File: src/rtl/gpio_bank_pkg.sv
package gpio_bank_pkg;
  localparam int PORTS  = 4;
  localparam int PIN_W  = 8;
  localparam int NPIN   = PORTS * PIN_W;
  localparam int DATA_W = 32;
  localparam int BE_W   = DATA_W / 8;
  localparam int WSEL_W = 3;
  localparam int MODE_W = 2 * PIN_W;

  typedef enum logic [WSEL_W-1:0] {
    WI_DIR     = 3'd2,
    WI_DATA    = 3'd3,
    WI_STAT    = 3'd4,
    WI_MODE_LO = 3'd5,
    WI_MODE_HI = 3'd6
  } word_e;

  function automatic int lane_of(int p, logic rev);
    return rev ? (PORTS - 1 - p) : p;
  endfunction

  // halfword slot of a port's mode field, counted over both mode words
  function automatic int mode_slot(int p, logic rev);
    return rev ? (p ^ 1) : p;
  endfunction
endpackage

File: src/rtl/gpio_sync.sv
module gpio_sync #(
  parameter int W = 32
) (
  input  logic         clk_i,
  input  logic         rst_ni,
  input  logic [W-1:0] d_i,
  output logic [W-1:0] q_o
);
  logic [W-1:0] s1_q, s2_q;

  always_ff @(posedge clk_i or negedge rst_ni) begin
    if (!rst_ni) begin
      s1_q <= '0;
      s2_q <= '0;
    end else begin
      s1_q <= d_i;
      s2_q <= s1_q;
    end
  end

  assign q_o = s2_q;
endmodule

File: src/rtl/gpio_edge_port.sv
module gpio_edge_port #(
  parameter int PIN_W = 8
) (
  input  logic               clk_i,
  input  logic               rst_ni,
  input  logic [PIN_W-1:0]   sync_i,
  input  logic [2*PIN_W-1:0] mode_i,
  input  logic [PIN_W-1:0]   clr_i,
  output logic [PIN_W-1:0]   status_o,
  output logic [PIN_W-1:0]   active_o
);
  logic [PIN_W-1:0] prev_q, status_q, rise, fall, set;

  assign rise = sync_i & ~prev_q;
  assign fall = ~sync_i & prev_q;

  for (genvar n = 0; n < PIN_W; n++) begin : g_pin
    assign set[n]      = (rise[n] & mode_i[2*n+1]) | (fall[n] & mode_i[2*n]);
    assign active_o[n] = |mode_i[2*n +: 2];

    assert_no_set_when_off_R4: assert property (@(posedge clk_i) disable iff (!rst_ni)
      $rose(status_q[n]) |-> $past(mode_i[2*n +: 2]) != 2'b00);

    assert_clear_R5: assert property (@(posedge clk_i) disable iff (!rst_ni)
      (clr_i[n] && !set[n]) |=> !status_q[n]);

    assert_edge_wins_R6: assert property (@(posedge clk_i) disable iff (!rst_ni)
      set[n] |=> status_q[n]);
  end

  always_ff @(posedge clk_i or negedge rst_ni) begin
    if (!rst_ni) begin
      prev_q   <= '0;
      status_q <= '0;
    end else begin
      prev_q   <= sync_i;
      status_q <= (status_q & ~clr_i) | set;  // new edge beats clear
    end
  end

  assign status_o = status_q;
endmodule

File: src/rtl/gpio_regs.sv
module gpio_regs
  import gpio_bank_pkg::*;
(
  input  logic              clk_i,
  input  logic              rst_ni,
  input  logic              rev_i,
  input  logic              req_i,
  input  logic              we_i,
  input  logic [WSEL_W-1:0] wsel_i,
  input  logic [BE_W-1:0]   be_i,
  input  logic [DATA_W-1:0] wdata_i,
  output logic [DATA_W-1:0] rdata_o,
  input  logic [NPIN-1:0]   pin_in_i,
  input  logic [NPIN-1:0]   status_i,
  output logic [NPIN-1:0]   dir_o,
  output logic [NPIN-1:0]   dout_o,
  output logic [PORTS*MODE_W-1:0] mode_o,
  output logic [NPIN-1:0]   clr_o
);
  logic [NPIN-1:0]         dir_q, dout_q;
  logic [PORTS*MODE_W-1:0] mode_q;
  logic [DATA_W-1:0]       rdata_q, rd;
  logic [1:0]              lane_w  [PORTS];
  logic [WSEL_W-1:0]       mword_w [PORTS];
  logic                    mhalf_w [PORTS];
  logic                    wr;

  assign wr = req_i & we_i;

  for (genvar p = 0; p < PORTS; p++) begin : g_map
    assign lane_w[p]  = 2'(lane_of(p, rev_i));
    assign mword_w[p] = WSEL_W'(int'(WI_MODE_LO) + mode_slot(p, rev_i) / 2);
    assign mhalf_w[p] = 1'(mode_slot(p, rev_i) % 2);
    assign clr_o[p*PIN_W +: PIN_W] =
      (wr && wsel_i == WI_STAT && be_i[lane_w[p]]) ?
      wdata_i[int'(lane_w[p])*PIN_W +: PIN_W] : '0;
  end

  always_ff @(posedge clk_i or negedge rst_ni) begin
    if (!rst_ni) begin
      dir_q  <= '0;
      dout_q <= '0;
      mode_q <= '0;
    end else if (wr) begin
      for (int p = 0; p < PORTS; p++) begin
        if (wsel_i == WI_DIR && be_i[lane_w[p]])
          dir_q[p*PIN_W +: PIN_W] <= wdata_i[int'(lane_w[p])*PIN_W +: PIN_W];
        if (wsel_i == WI_DATA && be_i[lane_w[p]])
          dout_q[p*PIN_W +: PIN_W] <= wdata_i[int'(lane_w[p])*PIN_W +: PIN_W];
        for (int b = 0; b < 2; b++) begin
          if (wsel_i == mword_w[p] && be_i[2*int'(mhalf_w[p]) + b])
            mode_q[p*MODE_W + b*PIN_W +: PIN_W] <=
              wdata_i[(2*int'(mhalf_w[p]) + b)*PIN_W +: PIN_W];
        end
      end
    end
  end

  always_comb begin
    rd = '0;
    for (int p = 0; p < PORTS; p++) begin
      case (wsel_i)
        WI_DIR:  rd[int'(lane_w[p])*PIN_W +: PIN_W] = dir_q[p*PIN_W +: PIN_W];
        WI_DATA: rd[int'(lane_w[p])*PIN_W +: PIN_W] =
                   (dout_q[p*PIN_W +: PIN_W] & dir_q[p*PIN_W +: PIN_W]) |
                   (pin_in_i[p*PIN_W +: PIN_W] & ~dir_q[p*PIN_W +: PIN_W]);
        WI_STAT: rd[int'(lane_w[p])*PIN_W +: PIN_W] = status_i[p*PIN_W +: PIN_W];
        WI_MODE_LO, WI_MODE_HI:
          if (mword_w[p] == wsel_i)
            rd[int'(mhalf_w[p])*MODE_W +: MODE_W] = mode_q[p*MODE_W +: MODE_W];
        default: ;
      endcase
    end
  end

  always_ff @(posedge clk_i or negedge rst_ni) begin
    if (!rst_ni)             rdata_q <= '0;
    else if (req_i && !we_i) rdata_q <= rd;
  end

  assert_dir_hold_R2: assert property (@(posedge clk_i) disable iff (!rst_ni)
    !(wr && wsel_i == WI_DIR) |=> $stable(dir_o));

  assert_unmapped_R12: assert property (@(posedge clk_i) disable iff (!rst_ni)
    (wr && wsel_i < WSEL_W'(WI_DIR)) |=>
      ($stable(dir_o) && $stable(dout_o) && $stable(mode_o)));

  assign rdata_o = rdata_q;
  assign dir_o   = dir_q;
  assign dout_o  = dout_q;
  assign mode_o  = mode_q;
endmodule

File: src/rtl/gpio_edge_bank.sv
module gpio_edge_bank
  import gpio_bank_pkg::*;
(
  input  logic              clk_i,
  input  logic              rst_ni,
  input  logic              rev_order_i,
  input  logic              req_i,
  input  logic              we_i,
  input  logic [WSEL_W-1:0] addr_i,
  input  logic [BE_W-1:0]   be_i,
  input  logic [DATA_W-1:0] wdata_i,
  output logic [DATA_W-1:0] rdata_o,
  input  logic [NPIN-1:0]   pad_i,
  output logic [NPIN-1:0]   pad_o,
  output logic [NPIN-1:0]   pad_oe_o,
  output logic              irq_o
);
  logic [NPIN-1:0]         sync, status, active, clr, dir, dout;
  logic [PORTS*MODE_W-1:0] mode;

  gpio_sync #(.W(NPIN)) i_sync (
    .clk_i(clk_i), .rst_ni(rst_ni), .d_i(pad_i), .q_o(sync)
  );

  gpio_regs i_regs (
    .clk_i(clk_i), .rst_ni(rst_ni), .rev_i(rev_order_i),
    .req_i(req_i), .we_i(we_i), .wsel_i(addr_i), .be_i(be_i),
    .wdata_i(wdata_i), .rdata_o(rdata_o),
    .pin_in_i(sync), .status_i(status),
    .dir_o(dir), .dout_o(dout), .mode_o(mode), .clr_o(clr)
  );

  for (genvar p = 0; p < PORTS; p++) begin : g_port
    gpio_edge_port #(.PIN_W(PIN_W)) i_port (
      .clk_i(clk_i), .rst_ni(rst_ni),
      .sync_i(sync[p*PIN_W +: PIN_W]),
      .mode_i(mode[p*MODE_W +: MODE_W]),
      .clr_i(clr[p*PIN_W +: PIN_W]),
      .status_o(status[p*PIN_W +: PIN_W]),
      .active_o(active[p*PIN_W +: PIN_W])
    );
  end

  assign irq_o    = |(status & active);
  assign pad_o    = dout;
  assign pad_oe_o = dir;
endmodule

File: config.mk
export PLATFORM = sky130hd
export DESIGN_NAME = gpio_edge_bank
export DESIGN_NICKNAME = d
export VERILOG_FILES = /design/src/rtl/gpio_bank_pkg.sv /design/src/rtl/gpio_sync.sv /design/src/rtl/gpio_edge_port.sv /design/src/rtl/gpio_regs.sv /design/src/rtl/gpio_edge_bank.sv
export SDC_FILE = /design/constraint.sdc
export NUM_CORES = 1
export LEC_CHECK = 0
export ABC_AREA = 1
export BUFFER_PORTS_ARGS = -buffer_cell sky130_fd_sc_hd__buf_2
export CAP_MARGIN = 20
export CELL_PAD_IN_SITES_DETAIL_PLACEMENT = 2
export CELL_PAD_IN_SITES_GLOBAL_PLACEMENT = 2
export CORE_AREA = 2 2 202 254
export DETAILED_ROUTE_END_ITERATION = 12
export DIE_AREA = 0 0 204 256
export GPL_TIMING_DRIVEN = 0
export HOLD_SLACK_MARGIN = 0.03
export PLACE_DENSITY_LB_ADDON = 0.1
export SYNTH_ARGS = -nofsm -noshare
export SYNTH_HDL_FRONTEND = slang
export SYNTH_HIERARCHICAL = 1
export SYNTH_SLANG_ARGS = --single-unit
File: constraint.sdc
create_clock -name clk_i -period 1.5 [get_ports clk_i]
set_input_delay 0.225 -clock clk_i [delete_from_list [all_inputs] [get_ports clk_i]]
set_output_delay 0.225 -clock clk_i [all_outputs]
set_load 0.01 [all_outputs]
==> results.json, run 1 <==
{
  "clkPwrFrac": 0.337,
  "power_frac_comb": 0.281,
  "synth_top_area_frac": 0.487,
  "portBuffers": 171,
  "design_area_mm2": 0.0208,
  "cts_sinks": 288,
  "final_hold_viol_count": 63,
  "grtUsageTotal": 0.315,
  "startpoint_type": "register",
  "switching_power_mw": 10.2,
  "cts-root-buf": "clkbuf_16",
  "arrival_ns": 1.98,
  "vdd_drop_max_mv": 0.695,
  "status": "complete, but fails checks",
  "routed_via_density": 5.25,
  "crit_chain": "or2_1 > nand2_1 > nand2_4 > nor2_4 > nand2_1 > nor2_2 > nand2_2 > buf_6",
  "setup_viol": 17,
  "grt_overflow": 0,
  "grt_max_degree": 84,
  "synthTopCellsByArea": "dfrtp_1 49%, nand2_1 13%, o21ai_0 8.9%, nand3_1 6.8%, inv_1 6.2%",
  "hpwl_um": 62300,
  "ys_seq_elements": 288,
  "drt_iter0_markers": 955,
  "die_h_um": 256,
  "holdWs_ns": -0.413,
  "p_int_mw": 17.7,
  "numCtsBuffers": 35,
  "placementRows": 92,
  "period_minus_slack_ns": 2.21,
  "fin_crit_sh": 1.47,
  "cellPowerDensity_mw_per_mm2": 1340,
  "num_vias": 15400,
  "tns_ns": -1.86,
  "grt_pass1_vias": 16300,
  "hold_class": "input port to async pin",
  "drive_gt1_frac": 0.363,
  "seq_area_mm2": 0.00729,
  "ys_types": 35,
  "start_util": 0.296,
  "utilization": 0.416,
  "place_congestion": 0.958,
  "dpl.cell_count": 2734,
  "crit_path_end_kind": "primary output",
  "dp_worst_setup_slack_ns": -1.38,
  "netlist_area_mm2": 0.0148,
  "cts.htree.levels": 2,
  "ys_seq_area_frac": 0.487,
  "ys_warn_count": 6,
  "final_max_slew_viol_count": 0,
  "syn_to_final_growth_pct": 40.3,
  "yosysTopAreaCell": "dfrtp_1",
  "power.total_mw": 27.9,
  "worst_pin_slew_ns": 0.883,
  "drc": 0,
  "fmax_mhz": 453,
  "worstSkewPairLatency_ns": 0.56,
  "coreArea_mm2": 0.0500,
  "fin_skew_ns": 0.0150,
  "critPathKind": "register to primary output",
  "ant_nets": 0,
  "fillers": 5643,
  "wl_per_cell_um": 28.1,
  "wl_um": 82800,
  "multiInputGateArea_mm2": 0.00762,
  "final_nets": 2334,
  "crit_path_max_incr_delay_ns": 0.51,
  "layout.cells.non_filler": 2945,
  "failed_checks": "negative hold slack, negative setup slack",
  "slew_headroom": 0.405,
  "critPathMaxFanout": 4,
  "holdBufCountCts": 32,
  "p_leak_nw": 9.87,
  "cts_tree": "done",
  "maxCapViolCount": 0,
  "seq_power_share": 0.382,
  "die_x_um": 204,
  "crit_slowest_cell": "dfrtp_2",
  "syn_nets": 1973,
  "placed_area_mm2": 0.0167,
  "setup_ws_ns": -0.709,
  "dr.pass1.iters": 5,
  "clk_pin_slew_ns": 0.06,
  "crit_top_cell": "nand2_1",
  "cts_max_path_buffers": 3,
  "rsz0062_at_grt": "yes",
  "p_sw_frac": 0.365,
  "antenna_found_initial": 3,
  "die-area_mm2": 0.0522,
  "required_ns": 1.27,
  "grt_pass1_wl_um": 118000,
  "syn_area_per_cell_um2": 7.80,
  "ios": 173,
  "postSynthCellCount": 1897
}
power by group through the flow:
stage | Sequential, mW | Combinational (mW) | Clock, mW
final | 10.7 | 7.83 | 9.39
after global routing | 10.7 | 8.37 | 9.94
after CTS | 10.6 | 6.88 | 9.64
after detailed placement | 10.9 | 5.29 | 0
after global placement | 10.9 | 5.11 | 0
after floorplan | 10.2 | 2.53 | 0
path summary, 6_finish.rpt:
path | from | endpoint | slack [ns] | cells past startpoint
min reg2reg | i_sync/s1_q[6] | i_sync/q_o[6] | 0.33 | 0
max | i_regs/mode_o[2] | irq_o | -0.71 | 8
min | rst_ni | i_sync/q_o[19] | -0.41 | 1
min in group clk_i | we_i | i_regs/rdata_o[0] | 0.10 | 4
max reg2reg | i_regs/dir_o[2] | i_regs/rdata_o[26] | -0.21 | 11
max in group asynchronous | rst_ni | i_regs/mode_o[3] | 0.60 | 3
sequential cells by signal, indices dropped and copies added (netlist names):
signal / count
i_sync/q_o: 32
i_regs/mode_o: 64
i_regs/dir_o: 32
g_port.i_port/status_o: 32
g_port.i_port/prev_q: 32
i_sync/s1_q: 32
i_regs/rdata_o: 32
i_regs/dout_o: 32
cell usage after synthesis:
master	n
a21oi_1	29
a21oi_2	3
a22oi_1	29
a22oi_2	1
and3_1	7
buf_1	3
buf_2	32
buf_4	5
buf_6	6
clkbuf_1	31
clkbuf_2	2
clkinv_1	1
dfrtp_1	288
inv_1	244
inv_2	6
mux2_2	44
nand2_1	502
nand2_2	4
nand3_1	201
nand3_2	1
nand3_4	2
nand4_1	12
nand4_2	1
nor2_1	83
nor2_2	8
nor2_4	3
nor3_1	6
o211ai_1	8
o21a_1	7
o21ai_0	263
o21ai_1	13
o21bai_1	14
o22ai_1	4
or2_1	32
or2_2	2
logic make-up (layout without fill, tap and decap cells):
family / count (synthesis) / count (layout) / synth area share
other: 0 / 3 / 0
and+or+nand+nor: 864 / 864 / 0.252
DFF: 288 / 288 / 0.487
muxes: 44 / 44 / 0.0335
buffers and inverters: 330 / 717 / 0.0909
AOI/OAI and AO/OA: 371 / 371 / 0.137
layer usage:
layer / share of wire / routed length (um) / global-route usage
met5: 0.00014 / 12 / 0
met1: 0.39 / 32400 / 0.376
met4: 0.069 / 5690 / 0.162
met2: 0.49 / 41000 / 0.545
met3: 0.046 / 3800 / 0.0495
timing repair:
| item | CTS | global route |
|---|---|---|
| hold endpoints to repair | 89 | 57 |
| gates cloned | 0 | 0 |
| resized for setup | 301 | 245 |
| pin swaps | 59 | 127 |
| setup buffers | 67 | 47 |
| setup endpoints to repair | 191 | 127 |
final cells by class:
| type | instances | area share |
|---|---|---|
| Antenna cell | 3 | 0.000362 |
| Buffer | 79 | 0.0260 |
| Clock buffer | 47 | 0.0497 |
| Clock inverter | 16 | 0.0113 |
| Inverter | 251 | 0.0463 |
| Multi-Input combinational cell | 1279 | 0.367 |
| Sequential cell | 288 | 0.351 |
| Tap cell | 658 | 0.0396 |
| Timing Repair Buffer | 324 | 0.109 |
worst max-delay path: cells and delay by family, from the launching register on:
family	cells	cell delay, ns
AND/OR/NAND/NOR	7	0.79
flip-flops	1	0.51
buffers and inverters	1	0.13
placed cells by master, fill, tap and decap left out, types with 32 or more instances in the layout:
cell type and instances:
nor2_1 59, buf_4 114, o21ai_2 36, dfrtp_1 222, dlygate4sd3_1 32, o21ai_0 197, o21ai_1 33, clkbuf_16 36
nand2_2 83, dfrtp_2 66, nand3_4 33, nand2_1 413, or2_1 32, buf_2 181, inv_1 227, nand3_1 152
mux2_2 44
Note: power is estimated with default switching activity, not from simulation.
==> run 2: changes to the inputs <==
--- a/config.mk
+++ b/config.mk
@@ -16,6 +16,7 @@
 export GPL_TIMING_DRIVEN = 0
 export HOLD_SLACK_MARGIN = 0.03
 export PLACE_DENSITY_LB_ADDON = 0.1
+export RECOVER_POWER = 50
 export SYNTH_ARGS = -nofsm -noshare
 export SYNTH_HDL_FRONTEND = slang
 export SYNTH_HIERARCHICAL = 1
==> results.json, run 2 (synthesis results as in run 1) <==
{
  "setup_ws_ns": -0.694,
  "portBuffers": 171,
  "hold_class": "input port to async pin",
  "crit_path_max_incr_delay_ns": 0.46,
  "crit_top_cell": "nand2_2",
  "grt_max_degree": 84,
  "setup_viol": 99,
  "crit_slowest_cell": "dfrtp_2",
  "grt_pass1_vias": 16300,
  "crit_buf_inv": 1,
  "placed_area_mm2": 0.0167,
  "utilization": 0.415,
  "critPathKind": "register to primary output",
  "slew_headroom": -0.0581,
  "use_met2": 0.545,
  "required_ns": 1.27,
  "die_h_um": 256,
  "startpoint_type": "register",
  "fmax_mhz": 456,
  "crit_path_end_kind": "primary output",
  "crit_family": "simple AND/OR/NAND/NOR gates",
  "final_hold_viol_count": 0,
  "design_area_mm2": 0.0207,
  "ff2ff_setup_slack_ns": -0.21,
  "dr.pass1.iters": 5,
  "routed_via_density": 5.28,
  "fin_skew_ns": 0.0170,
  "drt_iter0_markers": 921,
  "ant_nets": 0,
  "numCtsBuffers": 35,
  "drive_gt1_frac": 0.359,
  "ios": 173,
  "cts.htree.levels": 2,
  "wl_um": 82700,
  "grt_most_used_layer": "met2",
  "holdBufCountCts": 32,
  "antenna_found_initial": 3,
  "period_minus_slack_ns": 2.19,
  "wl_per_cell_um": 28.1,
  "tns_ns": -14.69,
  "arrival_ns": 1.97,
  "worst_pin_slew_ns": 1.59,
  "grtUsageMet1": 0.376,
  "num_vias": 15600,
  "worstSkewPairLatency_ns": 0.56,
  "met3_usage": 0.0495,
  "rsz0062_at_grt": "yes",
  "holdWs_ns": 0.0443,
  "hpwl_um": 62300,
  "cts_sinks": 288,
  "grt_pass1_wl_um": 118000,
  "grtUsageTotal": 0.315,
  "coreArea_mm2": 0.0500,
  "p_leak_nw": 9.82,
  "final_max_slew_viol_count": 58,
  "crit_chain": "or2_1 > nand2_2 > nand2_4 > nor2_4 > nand2_1 > nor2_2 > nand2_2 > buf_6",
  "status": "complete, but fails checks",
  "final_nets": 2334,
  "layout_commonest_cell": "nand2_1",
  "place_congestion": 0.958,
  "die_x_um": 204,
  "die-area_mm2": 0.0522,
  "vdd_drop_max_mv": 0.696,
  "failed_checks": "max-capacitance violations, max-slew violations, negative setup slack",
  "clk_pin_slew_ns": 0.06,
  "placementRows": 92,
  "start_util": 0.296,
  "cts_tree": "done",
  "maxCapViolCount": 1,
  "cts-root-buf": "clkbuf_16",
  "largest_reg_flops": 64,
  "mostFrequentLayoutCells": "413 x nand2_1, 227 x inv_1, 223 x dfrtp_1, 197 x o21ai_0, 179 x buf_2",
  "cts_max_path_buffers": 3,
  "fin_crit_sh": 1.46,
  "grt_overflow": 0,
  "power.total_mw": 27.9,
  "critPathMaxFanout": 3,
  "drc": 0,
  "cellPowerDensity_mw_per_mm2": 1340,
  "syn_to_final_growth_pct": 39.9
}
run 2: worst paths after layout:
kind,startpoint,end,depth (start not counted)
worst min-delay path,rst_ni,i_sync/q_o[19],1
worst max-delay path,i_regs/mode_o[27],irq_o,8
worst max register to register,i_regs/dir_o[2],i_regs/rdata_o[26],11
min in group clk_i,we_i,i_regs/rdata_o[0],4
max in group asynchronous,rst_ni,i_regs/mode_o[3],3
worst min register to register,i_sync/s1_q[6],i_sync/q_o[6],0
run 2: what timing repair did:
item,CTS,global route
endpoints found under the setup margin,191,127
gates resized for setup,301,245
setup buffers,67,47
hold endpoints to repair,89,57
pin swaps,59,127
run 2: through the flow:
step	std cells	worst slack [ns]
global placement	2726	-5.63
global route	2942	-0.760
detailed placement	2734	-1.38
finish	2947	-0.694
CTS	2896	-0.737
floorplan	1897	-0.0455
run 2: metal layers:
layer	vias to the layer above	wire length [um]
li1	6890	-
met1	7975	32400
met2	497	40600
met3	195	3720
met4	2	5970
met5	-	12
run 2: final cells by class:
cell class | instances | area, um^2
multi-input cells | 1279 | 7620
well taps | 658 | 823
inverters | 251 | 962
repair buffers | 324 | 2200
fillers | 5658 | 29200
flip-flops and latches | 288 | 7290
clock buffers | 47 | 1030
plain buffers | 79 | 539
diodes | 5 | 12.5
clock inverters | 16 | 235
run 2: worst register-to-register path, cell delays in order (launching register included):
cell and delay (ns):
dfrtp_1 0.43, inv_2 0.09, nand2_2 0.07, nand2_2 0.06, nand2_2 0.09, nand3_4 0.09
nand3_4 0.11, nand4_1 0.26, o21bai_1 0.23, nand2_1 0.09, nand2_1 0.07, nand2_1 0.04
run 2: where the power goes:
part,switching [mW],leakage [nW],internal (mW)
combinational,4.92,5.90,2.90
sequential,1.59,3.30,9.06
clock,3.66,0.617,5.72
==> run 3: changes to the inputs <==
--- a/config.mk
+++ b/config.mk
@@ -11,6 +11,7 @@
 export CELL_PAD_IN_SITES_DETAIL_PLACEMENT = 2
 export CELL_PAD_IN_SITES_GLOBAL_PLACEMENT = 2
 export CORE_AREA = 2 2 202 254
+export CTS_BUF_LIST = sky130_fd_sc_hd__clkbuf_4 sky130_fd_sc_hd__clkbuf_8
 export DETAILED_ROUTE_END_ITERATION = 12
 export DIE_AREA = 0 0 204 256
 export GPL_TIMING_DRIVEN = 0
@@ -21,3 +22,4 @@
 export SYNTH_HDL_FRONTEND = slang
 export SYNTH_HIERARCHICAL = 1
 export SYNTH_SLANG_ARGS = --single-unit
+export TNS_END_PERCENT = 50
==> results.json, run 3 (synthesis results as in run 1) <==
{
  "status": "complete, but fails checks",
  "failed_checks": "negative setup slack",
  "hpwl_um": 62800,
  "required_ns": 1.27,
  "maxCapViolCount": 0,
  "routed_via_density": 5.19,
  "die_h_um": 256,
  "die_x_um": 204,
  "cellPowerDensity_mw_per_mm2": 1300,
  "grtUsageMet1": 0.382,
  "final_hold_viol_count": 0,
  "cts_max_path_buffers": 3,
  "setup_viol": 238,
  "hold_class": "input port to register",
  "coreArea_mm2": 0.0500,
  "p_leak_nw": 9.69,
  "cts.htree.levels": 2,
  "layout.cells.non_filler": 2962,
  "startpoint_type": "register",
  "grt_pass1_vias": 16400,
  "met3_usage": 0.0452,
  "slew_headroom": 0.111,
  "ant_nets": 0,
  "ios": 173,
  "critPathMaxFanout": 4,
  "cts_sinks": 288,
  "crit_family": "simple AND/OR/NAND/NOR gates",
  "holdPathStages": 5,
  "numCtsBuffers": 52,
  "critPathKind": "register to primary output",
  "crit_path_end_kind": "primary output",
  "period_minus_slack_ns": 2.34,
  "crit_buf_inv": 1,
  "drive_gt1_frac": 0.345,
  "dpl.cell_count": 2733,
  "layout_commonest_cell": "nand2_1",
  "dr.pass1.iters": 5,
  "cp.depth": 8,
  "mostFrequentLayoutCells": "419 x nand2_1, 230 x inv_1, 214 x dfrtp_1, 202 x o21ai_0, 174 x buf_2",
  "r2r_cells": 8,
  "worstSkewPairLatency_ns": 0.67,
  "antenna_found_initial": 3,
  "die-area_mm2": 0.0522,
  "setup_ws_ns": -0.839,
  "start_util": 0.296,
  "drt_iter0_markers": 865,
  "dp_worst_setup_slack_ns": -1.45,
  "final_max_slew_viol_count": 0,
  "crit_chain": "or2_1 > nand2_1 > nand2_2 > nor2_1 > nand2_1 > nor2_2 > nand2_2 > buf_6",
  "rsz0062_at_grt": "yes",
  "crit_slowest_cell": "dfrtp_2",
  "largest_reg_flops": 64,
  "cts_tree": "done",
  "worst_pin_slew_ns": 1.33,
  "fin_crit_sh": 1.56,
  "cts-root-buf": "clkbuf_8",
  "grt_most_used_layer": "met2",
  "power.total_mw": 26.4,
  "grt_pass1_wl_um": 118000,
  "wl_um": 82800,
  "placementRows": 92,
  "grt_overflow": 0,
  "drc": 0,
  "clk_pin_slew_ns": 0.06,
  "arrival_ns": 2.11,
  "final_nets": 2339,
  "vdd_drop_max_mv": 0.607,
  "num_vias": 15400,
  "grtUsageTotal": 0.315,
  "syn_to_final_growth_pct": 37.3,
  "place_congestion": 0.964,
  "fin_skew_ns": 0.0468,
  "grt_max_degree": 117,
  "wl_per_cell_um": 27.9,
  "crit_path_max_incr_delay_ns": 0.49,
  "use_met2": 0.547,
  "fmax_mhz": 427,
  "portBuffers": 171
}
-- run 3: changes by cell type in the layout (fill, tap and decap cells not counted), moves of 7 or more --
cell	previous run	this run
nor2_4	19	12
buf_4	105	84
dlygate4sd3_1	32	45
clkbuf_8	10	72
nand3_1	152	160
dfrtp_1	223	214
dfrtp_2	65	74
clkbuf_4	11	23
clkbuf_16	36	0
-- run 3: path summary, 6_finish.rpt --
path / start / end / slack [ns]
worst max register to register: g_port[0].i_port/status_o[1] / i_regs/rdata_o[25] / -0.24
worst min-delay path: wdata_i[17] / i_regs/mode_o[49] / 0.04
worst max-delay path: i_regs/mode_o[20] / irq_o / -0.84
max in group asynchronous: rst_ni / i_sync/q_o[6] / -0.19
min in group asynchronous: rst_ni / i_sync/q_o[19] / 0.40
worst min register to register: i_sync/s1_q[25] / i_sync/q_o[25] / 0.34
-- run 3: cell type report --
| class | count | area (um^2) |
|---|---|---|
| diodes | 2 | 5.00 |
| plain buffers | 79 | 493 |
| clock buffers | 87 | 1100 |
| clock inverters | 6 | 45.0 |
| fillers | 5710 | 29600 |
| inverters | 251 | 947 |
| multi-input cells | 1279 | 7400 |
| flip-flops and latches | 288 | 7300 |
| well taps | 658 | 823 |
| repair buffers | 312 | 2210 |
-- run 3: stage by stage --
| step | area [um^2] | hold WS [ns] | utilization | setup TNS [ns] |
|---|---|---|---|---|
| 5_1_grt | 20300 | 0.0601 | 0.407 | -70.91 |
| 4_1_cts | 19100 | 0.0343 | 0.382 | -4.02 |
| 3_5_place_dp | 16700 | 0.317 | 0.334 | -183.55 |
| 3_3_place_gp | 16600 | 0.332 | 0.332 | -1756.05 |
| 6_report | 20300 | 0.0435 | 0.407 | -17.62 |
| 2_1_floorplan | 14900 | -0.0706 | - | -0.904 |
-- run 3: routing by layer --
layer / part of all wire / wire length (um) / vias up
li1: - / - / 6878
met1: 0.40 / 32800 / 7872
met2: 0.49 / 40800 / 437
met3: 0.046 / 3810 / 185
met4: 0.064 / 5330 / 2
met5: 0.00012 / 10 / -
-- run 3: report_power, final --
| part | internal, mW | switching (mW) | leakage [nW] |
|---|---|---|---|
| Combinational | 2.84 | 4.63 | 5.79 |
| Clock | 4.59 | 3.61 | 0.611 |
| Sequential | 9.08 | 1.69 | 3.29 |
-- run 3: repair_timing --
| action | 4_1_cts | 5_1_grt |
|---|---|---|
| pin swaps | 38 | 117 |
| hold buffers | 45 | 0 |
| resized for setup | 230 | 262 |
| hold endpoints to repair | 142 | 0 |
| setup endpoints to repair | 192 | 124 |
| setup buffers | 36 | 53 |
| cloned | 0 | 0 |
-- run 3: worst register-to-register path, stage by stage, from the launching register on --
cell and delay (ns):
dfrtp_1 0.48, nand3_1 0.18, nand3_4 0.10, nand3_4 0.13, nand4_1 0.24, o21bai_1 0.24
nand2_1 0.12, nand2_1 0.09, nand2_1 0.05
